**src/rtl/hzd_pkg.sv**
```systemverilog
package hzd_pkg;
  localparam int unsigned DEF_REG_W   = 3;
  localparam int unsigned WATCH_DEPTH = 3;  // execute, memory, write-back
endpackage

```
**src/rtl/hzd_src_qual.sv**
```systemverilog
module hzd_src_qual #(
  parameter int unsigned REG_W = hzd_pkg::DEF_REG_W
) (
  input  logic [REG_W-1:0] src_i,
  input  logic             use_i,
  output logic [REG_W-1:0] src_o
);
  // unused operand reads as register 0, which never matches
  assign src_o = use_i ? src_i : '0;
endmodule

```
**src/rtl/hzd_cmp.sv**
```systemverilog
module hzd_cmp #(
  parameter int unsigned REG_W = hzd_pkg::DEF_REG_W,
  parameter int unsigned DEPTH = hzd_pkg::WATCH_DEPTH
) (
  input  logic [REG_W-1:0]            src_i,
  input  logic [DEPTH-1:0][REG_W-1:0] dst_i,
  output logic                        hit_o
);
  logic [DEPTH-1:0] stage_hit;

  for (genvar g = 0; g < DEPTH; g++) begin : g_stage
    assign stage_hit[g] = (src_i == dst_i[g]);
  end

  assign hit_o = (src_i != '0) && (|stage_hit);
endmodule

```
**src/rtl/hzd_stage_pipe.sv**
```systemverilog
module hzd_stage_pipe #(
  parameter int unsigned REG_W = hzd_pkg::DEF_REG_W,
  parameter int unsigned DEPTH = hzd_pkg::WATCH_DEPTH
) (
  input  logic                        clk_i,
  input  logic                        rst_ni,
  input  logic                        bubble_i,
  input  logic [REG_W-1:0]            dst_i,
  input  logic                        reg_we_i,
  input  logic                        mem_we_i,
  output logic [DEPTH-1:0][REG_W-1:0] dst_o,
  output logic                        ex_reg_we_o,
  output logic                        ex_mem_we_o
);
  logic [REG_W-1:0] ex_dst_d;
  logic [DEPTH-1:0][REG_W-1:0] dst_q;
  logic ex_reg_we_q, ex_mem_we_q;

  // non-writers enter with destination 0
  assign ex_dst_d = (bubble_i || !reg_we_i) ? '0 : dst_i;

  always_ff @(posedge clk_i or negedge rst_ni) begin
    if (!rst_ni) begin
      dst_q[0]    <= '0;
      ex_reg_we_q <= 1'b0;
      ex_mem_we_q <= 1'b0;
    end else begin
      dst_q[0]    <= ex_dst_d;
      ex_reg_we_q <= reg_we_i && !bubble_i;
      ex_mem_we_q <= mem_we_i && !bubble_i;
    end
  end

  for (genvar g = 1; g < DEPTH; g++) begin : g_shift
    always_ff @(posedge clk_i or negedge rst_ni) begin
      if (!rst_ni) dst_q[g] <= '0;
      else         dst_q[g] <= dst_q[g-1];
    end
  end

  assign dst_o       = dst_q;
  assign ex_reg_we_o = ex_reg_we_q;
  assign ex_mem_we_o = ex_mem_we_q;
endmodule

```
**src/rtl/hzd_stall_unit.sv**
```systemverilog
module hzd_stall_unit #(
  parameter int unsigned REG_W = hzd_pkg::DEF_REG_W
) (
  input  logic             clk_i,
  input  logic             rst_ni,
  input  logic [REG_W-1:0] dec_src_a_i,
  input  logic             dec_use_a_i,
  input  logic [REG_W-1:0] dec_src_b_i,
  input  logic             dec_use_b_i,
  input  logic [REG_W-1:0] dec_dst_i,
  input  logic             dec_reg_we_i,
  input  logic             dec_mem_we_i,
  output logic             stall_o,
  output logic             pc_we_o,
  output logic             ifid_we_o,
  output logic             bubble_o,
  output logic [REG_W-1:0] ex_dst_o,
  output logic             ex_reg_we_o,
  output logic             ex_mem_we_o
);
  localparam int unsigned DEPTH = hzd_pkg::WATCH_DEPTH;

  logic [1:0][REG_W-1:0]       src_q;
  logic [1:0]                  src_hit;
  logic [DEPTH-1:0][REG_W-1:0] stage_dst;
  logic                        stall;

  hzd_src_qual #(.REG_W(REG_W)) u_qual_a (
    .src_i(dec_src_a_i), .use_i(dec_use_a_i), .src_o(src_q[0]));
  hzd_src_qual #(.REG_W(REG_W)) u_qual_b (
    .src_i(dec_src_b_i), .use_i(dec_use_b_i), .src_o(src_q[1]));

  for (genvar s = 0; s < 2; s++) begin : g_src
    hzd_cmp #(.REG_W(REG_W), .DEPTH(DEPTH)) u_cmp (
      .src_i(src_q[s]), .dst_i(stage_dst), .hit_o(src_hit[s]));
  end

  assign stall = |src_hit;

  hzd_stage_pipe #(.REG_W(REG_W), .DEPTH(DEPTH)) u_pipe (
    .clk_i      (clk_i),
    .rst_ni     (rst_ni),
    .bubble_i   (stall),
    .dst_i      (dec_dst_i),
    .reg_we_i   (dec_reg_we_i),
    .mem_we_i   (dec_mem_we_i),
    .dst_o      (stage_dst),
    .ex_reg_we_o(ex_reg_we_o),
    .ex_mem_we_o(ex_mem_we_o)
  );

  assign stall_o   = stall;
  assign pc_we_o   = !stall;
  assign ifid_we_o = !stall;
  assign bubble_o  = stall;
  assign ex_dst_o  = stage_dst[0];
endmodule

```
**config.mk**
```make
export PLATFORM = sky130hd
export DESIGN_NAME = hzd_stall_unit
export DESIGN_NICKNAME = d
export VERILOG_FILES = /design/src/rtl/hzd_pkg.sv /design/src/rtl/hzd_src_qual.sv /design/src/rtl/hzd_cmp.sv /design/src/rtl/hzd_stage_pipe.sv /design/src/rtl/hzd_stall_unit.sv
export SDC_FILE = /design/constraint.sdc
export NUM_CORES = 1
export LEC_CHECK = 0
export ABC_AREA = 1
export BUFFER_PORTS_ARGS = -buffer_cell sky130_fd_sc_hd__buf_4
export CORE_UTILIZATION = 38
export CTS_BUF_LIST = sky130_fd_sc_hd__clkbuf_4
export DETAILED_ROUTE_END_ITERATION = 8
export PLACE_DENSITY = 0.64
export SLEW_MARGIN = 0
export SYNTH_ARGS = -nofsm -noshare
export SYNTH_HDL_FRONTEND = slang
export SYNTH_SLANG_ARGS = --single-unit
```
**constraint.sdc**
```tcl
create_clock -name clk_i -period 2.42 [get_ports clk_i]
set_clock_uncertainty 0.1 [all_clocks]
set_input_delay 0 -clock clk_i [delete_from_list [all_inputs] [get_ports clk_i]]
set_output_delay 0 -clock clk_i [all_outputs]
set_load 0.05 [all_outputs]
```
### Word level (Yosys, flattened, before mapping)

Cells that the tools add are included.

* bits in registers: 11
* latch bits: 0
* bits in writable memories: 0
* memory bits (read-only): 0
* input bits: 15
* output and inout bits: 9
* logic and storage cells: 26
* memories: 0

* add/subtract/negate cells: 0
* multiply operators: 0
* divide/modulo/power cells: 0
* $lt $le $gt $ge: 0
* equal/unequal tests: 6
* shifts and indexed selects: 0
* muxes and demuxes: 3
* bitwise gates (word level): 0
* reduce and logical (&&, ||, !) cells: 12

Operators with widths (number)
* $eq A3 B3 Y1: 6
* $mux W3: 3
* $reduce_bool A3 Y1: 2
* $reduce_or A3 Y1: 2
* $logic_and A1 B1 Y1: 4
* $logic_not A1 Y1: 2
* $reduce_or A2 Y1: 1
* $logic_or A1 B1 Y1: 1

### Longest topological paths before layout

* word-level depth: 7
* depth in mapped cells: 11
* depth with buffers taken out: 10

### By module

From an unflattened synthesis, not the netlist that was laid out.

* cell total of the unflattened synthesis: 114
* area, all modules: 714.4 um^2

By module, submodules not included
* hzd_cmp: times used 2, cells an instance 37, area an instance 160.2 um^2, seq. area each 0.0 um^2
* hzd_stage_pipe: times used 1, cells an instance 22, area an instance 319.1 um^2, seq. area each 275.3 um^2
* hzd_src_qual: times used 2, cells an instance 6, area an instance 22.5 um^2, seq. area each 0.0 um^2
* hzd_stall_unit: times used 1, cells an instance 6, area an instance 30.0 um^2, seq. area each 0.0 um^2

### Worst setup path before layout

Ideal clock, no wire load.

* path kind: reg2out
* from: register u_pipe.dst_q, in the netlist u_pipe.dst_o[5]
* to: output pc_we_o
* arrival time: 1.688 ns
* slack: 0.632 ns
* stages on the path, launching flop included: 11
* path buffers: 1
* path through: dfrtp_1 -> inv_1 -> nand3_1 -> nand2_1 -> inv_1 -> nand3_1 -> nand3_1 -> nand2_1 -> nand2_2 -> inv_1 -> buf_4

* longest elaborated chain between the ends: 5
* elaborated cells on any way between the ends: 8
* classes of those cells: eq/ne: 2; reduce/logical: 6

Ends and longest elaborated chain
* from (decl): line hzd_stage_pipe.sv:16 `logic [DEPTH-1:0][REG_W-1:0] dst_q;`
* from (signal, indexed assignment): line hzd_stage_pipe.sv:37 `else dst_q[g] <= dst_q[g-1];`
* $eq A3 B3 Y1: line hzd_cmp.sv:12 `assign stage_hit[g] = (src_i == dst_i[g]);`
* $reduce_or A3 Y1: line hzd_cmp.sv:15 `assign hit_o = (src_i != '0) && (|stage_hit);`
* $logic_and A1 B1 Y1: line hzd_cmp.sv:15
* $reduce_or A2 Y1 (*): line hzd_stall_unit.sv:38 `assign stall = |src_hit;`
* net bubble_o: line hzd_stall_unit.sv:16 `output logic bubble_o,`
* $logic_not A1 Y1 (*)
* to (decl): line hzd_stall_unit.sv:14 `output logic pc_we_o,`

Mark *: on every way through the listed nets, which the timed path passes. The rest lies on a longest branch.

### Worst setup path in the final report

* from: register u_pipe.dst_q, in the netlist u_pipe.dst_o[5]
* to: register u_pipe.dst_q, in the netlist u_pipe.dst_o[1]

* longest elaborated chain between the ends: 6
* elaborated cells on any way between the ends: 9
* classes of those cells: eq/ne: 2; mux: 1; reduce/logical: 6

Ends and longest elaborated chain
* $eq A3 B3 Y1: line hzd_cmp.sv:12
* $reduce_or A3 Y1: line hzd_cmp.sv:15
* $logic_and A1 B1 Y1: line hzd_cmp.sv:15
* $reduce_or A2 Y1 (*): line hzd_stall_unit.sv:38
* $logic_or A1 B1 Y1 (*): line hzd_stage_pipe.sv:20 `assign ex_dst_d = (bubble_i || !reg_we_i) ? '0 : dst_i;`
* $mux W3 (*): line hzd_stage_pipe.sv:20
* net u_pipe.ex_dst_d[1]: line hzd_stage_pipe.sv:15 `logic [REG_W-1:0] ex_dst_d;`

Marks and branches as above.

==> summary.md <==
| Metric | Value |
|---|---|
| Time the worst path needs with I/O delays and setup | 1850 ps |
| Worst-path clk slew | 70 ps |
| RSZ-0062 raised after global routing | false |
| Area Growth Syn to Fin | 37.1% |
| Core Footprint | 1780 µm² |
| Number of synthesized register bits | 11 |
| Arr. time, crit path | 1950 ps |
| DRC | 0 |
| Gate power share | 41.4% |
| Initial Util | 41.6% |
| Ant. Diodes | 0 |
| Net Count, Synth | 130 |
| Fin Hold WS | 32.9 ps |
| Share of total power in sequential cells | 36.4% |
| Worst setup EP type | register |
| Peak supply drop | 0.421 mV |
| Cell Int Power | 357 µW |
| NetSw | 222 µW |
| CTS Root Cell | clkbuf_4 |
| DR vias/cell | 4.51 |
| Outcome | finished clean |
| Initial DRT Pass Iterations | 5 |
| Finished Layout Cells | 170 |
| Total clock sinks | 11 |
| Post-synth cell types | 11 |
| Max-cap check violation count | 0 |
| Port buffer count | 23 |
| Sw Share | 38.3% |
| Hold Crit Class | input pin to async pin |
| Row cnt | 15 |
| Sequential share of the synthesized area | 37.1% |
| Most common cell after layout, fill and taps aside | nand2_1 |
| Yosys top cell area share | 37.1% |
| CP required | 2520 ps |
| Total number of vias | 767 |
| Antenna violations before repair | 0 |
| Final GP Congestion | 0.838 |
| Area leader, netlist | dfrtp_1 |
| Clock H-tree levels | 1 |
| Pleak | 0.000614 µW |
| Clock power share | 22.2% |
| Max Root-Sink Buffers | 2 |
| TritonCTS clock tree | done |
| Drt initial violations | 21 |
| Vias in the first global route | 679 |
| First-pass GRT wire length | 2700 µm |
| Cell count after synthesis | 115 |
| Final Max Tran Viols | 0 |
| Wirelength, routed | 1610 µm |
| Final ANT Viol Nets | 0 |
| Maximum clock frequency | 539 MHz |
| Placed insts | 157 |
| Die Ht | 46.2 µm |
| Slew @ Worst Pin | 159 ps |
| Crit Path Max Fanout | 4 |
| Die ar. | 2130 µm² |
| Die width | 46.2 µm |
| Synth Warn # | 0 |
| Worst rel slew slack | 89.4% |
| Post-Syn Area | 742 µm² |
| IO Pins | 24 |
| Number of buffers created by CTS | 3 |
| Final Hold Fails | 0 |
| CP Class | register to register |
| Fin crit share | 76.6% |
| Setup Viol. Count Final | 0 |
| Top cells by area, synth | dfrtp_1 (37%), nand2_1 (23%), nand3_1 (13%) |
| Synth Area per Inst | 6.45 µm² |
| Total gr overflow | 0 |
| NumNets Final | 161 |
| P per Cell Area | 570 nW/µm² |
| Pin count of the biggest net entering global routing | 12 |
| Startpoint type of the worst setup path | register |
| Average wire per standard cell | 9.46 µm |
| HPWL reported at the end of detailed placement | 1250 µm |
| Most frequent cells in the layout | nand2_1 (45), buf_4 (23), inv_1 (21), nand3_1 (20), dfrtp_1 (11) |
| Clock latency on the worst-skew pair | 260 ps |
| Setup total negative slack | 0 ps |
| Final core occ | 57.1% |
| Gr usage total | 17.7% |
| Share of layout cells above drive strength 1 | 23.4% |
| Fillers | 178 |
## worst max-delay path, stage by stage, from the launching register on
cell	delay (ps)
dfrtp_1	420
inv_1	100
nand3_1	70
nand2_1	60
inv_1	30
nand3_1	70
nand3_1	70
nand2_1	110
nand3_2	130
nor2_1	100
dlygate4sd3_1	550
## repair_timing
action,CTS,global route
hold buffers,9,0
buffers inserted,0,0
resized for setup,0,0
setup endpoints to repair,0,0
hold endpoints to repair,16,0
## cell type report
type	count	area (µm²)	share of cell area, %
Inverter	22	83.8	8.24
Clock buffer	4	30.0	2.95
Multi-Input combinational cell	76	334	32.8
Tap cell	25	31.3	3.08
Sequential cell	11	275	27.1
Timing Repair Buffer	32	263	25.8
## power by group through the flow
stage	Clock (µW)	Sequential, µW	Combinational, µW
detailed placement	0	214	227
CTS	136	211	240
global route	141	214	260
floorplan	0	226	156
finish	129	211	240
global placement	0	214	226
## kinds of logic (layout without fill, tap and decap cells)
| group | after synthesis | after routing | synth area share [%] |
|---|---|---|---|
| flip-flops | 11 | 11 | 37.1 |
| XOR/XNOR | 1 | 1 | 1.18 |
| buffers and inverters | 28 | 58 | 17.9 |
| AND/OR/NAND/NOR | 75 | 75 | 43.8 |
## worst paths after layout
kind / from / slack [ps] / endpoint / cells past startpoint
setup / recovery: u_pipe.dst_o[5]$_DFF_PN0_ / 570 / u_pipe.dst_o[1]$_DFF_PN0_ / 10
min in group clk_i: dec_src_a_i[0] / 160 / u_pipe.ex_mem_we_o$_DFF_PN0_ / 6
hold reg to reg: u_pipe.dst_o[3]$_DFF_PN0_ / 340 / u_pipe.dst_o[6]$_DFF_PN0_ / 0
max in group asynchronous: rst_ni / 2040 / u_pipe.dst_o[6]$_DFF_PN0_ / 2
hold / removal: rst_ni / 30 / u_pipe.ex_reg_we_o$_DFF_PN0_ / 2
setup reg to reg: u_pipe.dst_o[5]$_DFF_PN0_ / 570 / u_pipe.dst_o[1]$_DFF_PN0_ / 10
## metrics by stage
step / instance area (µm²) / total power (µW) / setup slack, ps
finish: 1020 / 579 / 565
global route: 1020 / 615 / 397
CTS: 1020 / 587 / 566
detailed placement: 897 / 441 / 1080
global placement: 897 / 440 / 1100
floorplan: 742 / 381 / 632
## synthesized netlist by cell type (all sizes together)
cell / count
nand2: 50
inv: 21
nand3: 21
dfrtp: 11
buf: 6
nor2: 4
clkinv: 1
xor2: 1
## per-layer routing
layer  track usage [%]  up-vias  part of all wire [%]
met3              1.18        4                   4.4
met5                 0        -                     0
li1                  -      402                     -
met1              21.2      334                    45
met4              8.82        0                   1.2
met2              31.5       27                    49
## registers in the layout, indices dropped and copies added, names as in the netlist
name and cells:
u_pipe.dst_o 9, u_pipe.ex_mem_we_o 1, u_pipe.ex_reg_we_o 1
Note: power is estimated with default switching activity, not from simulation.
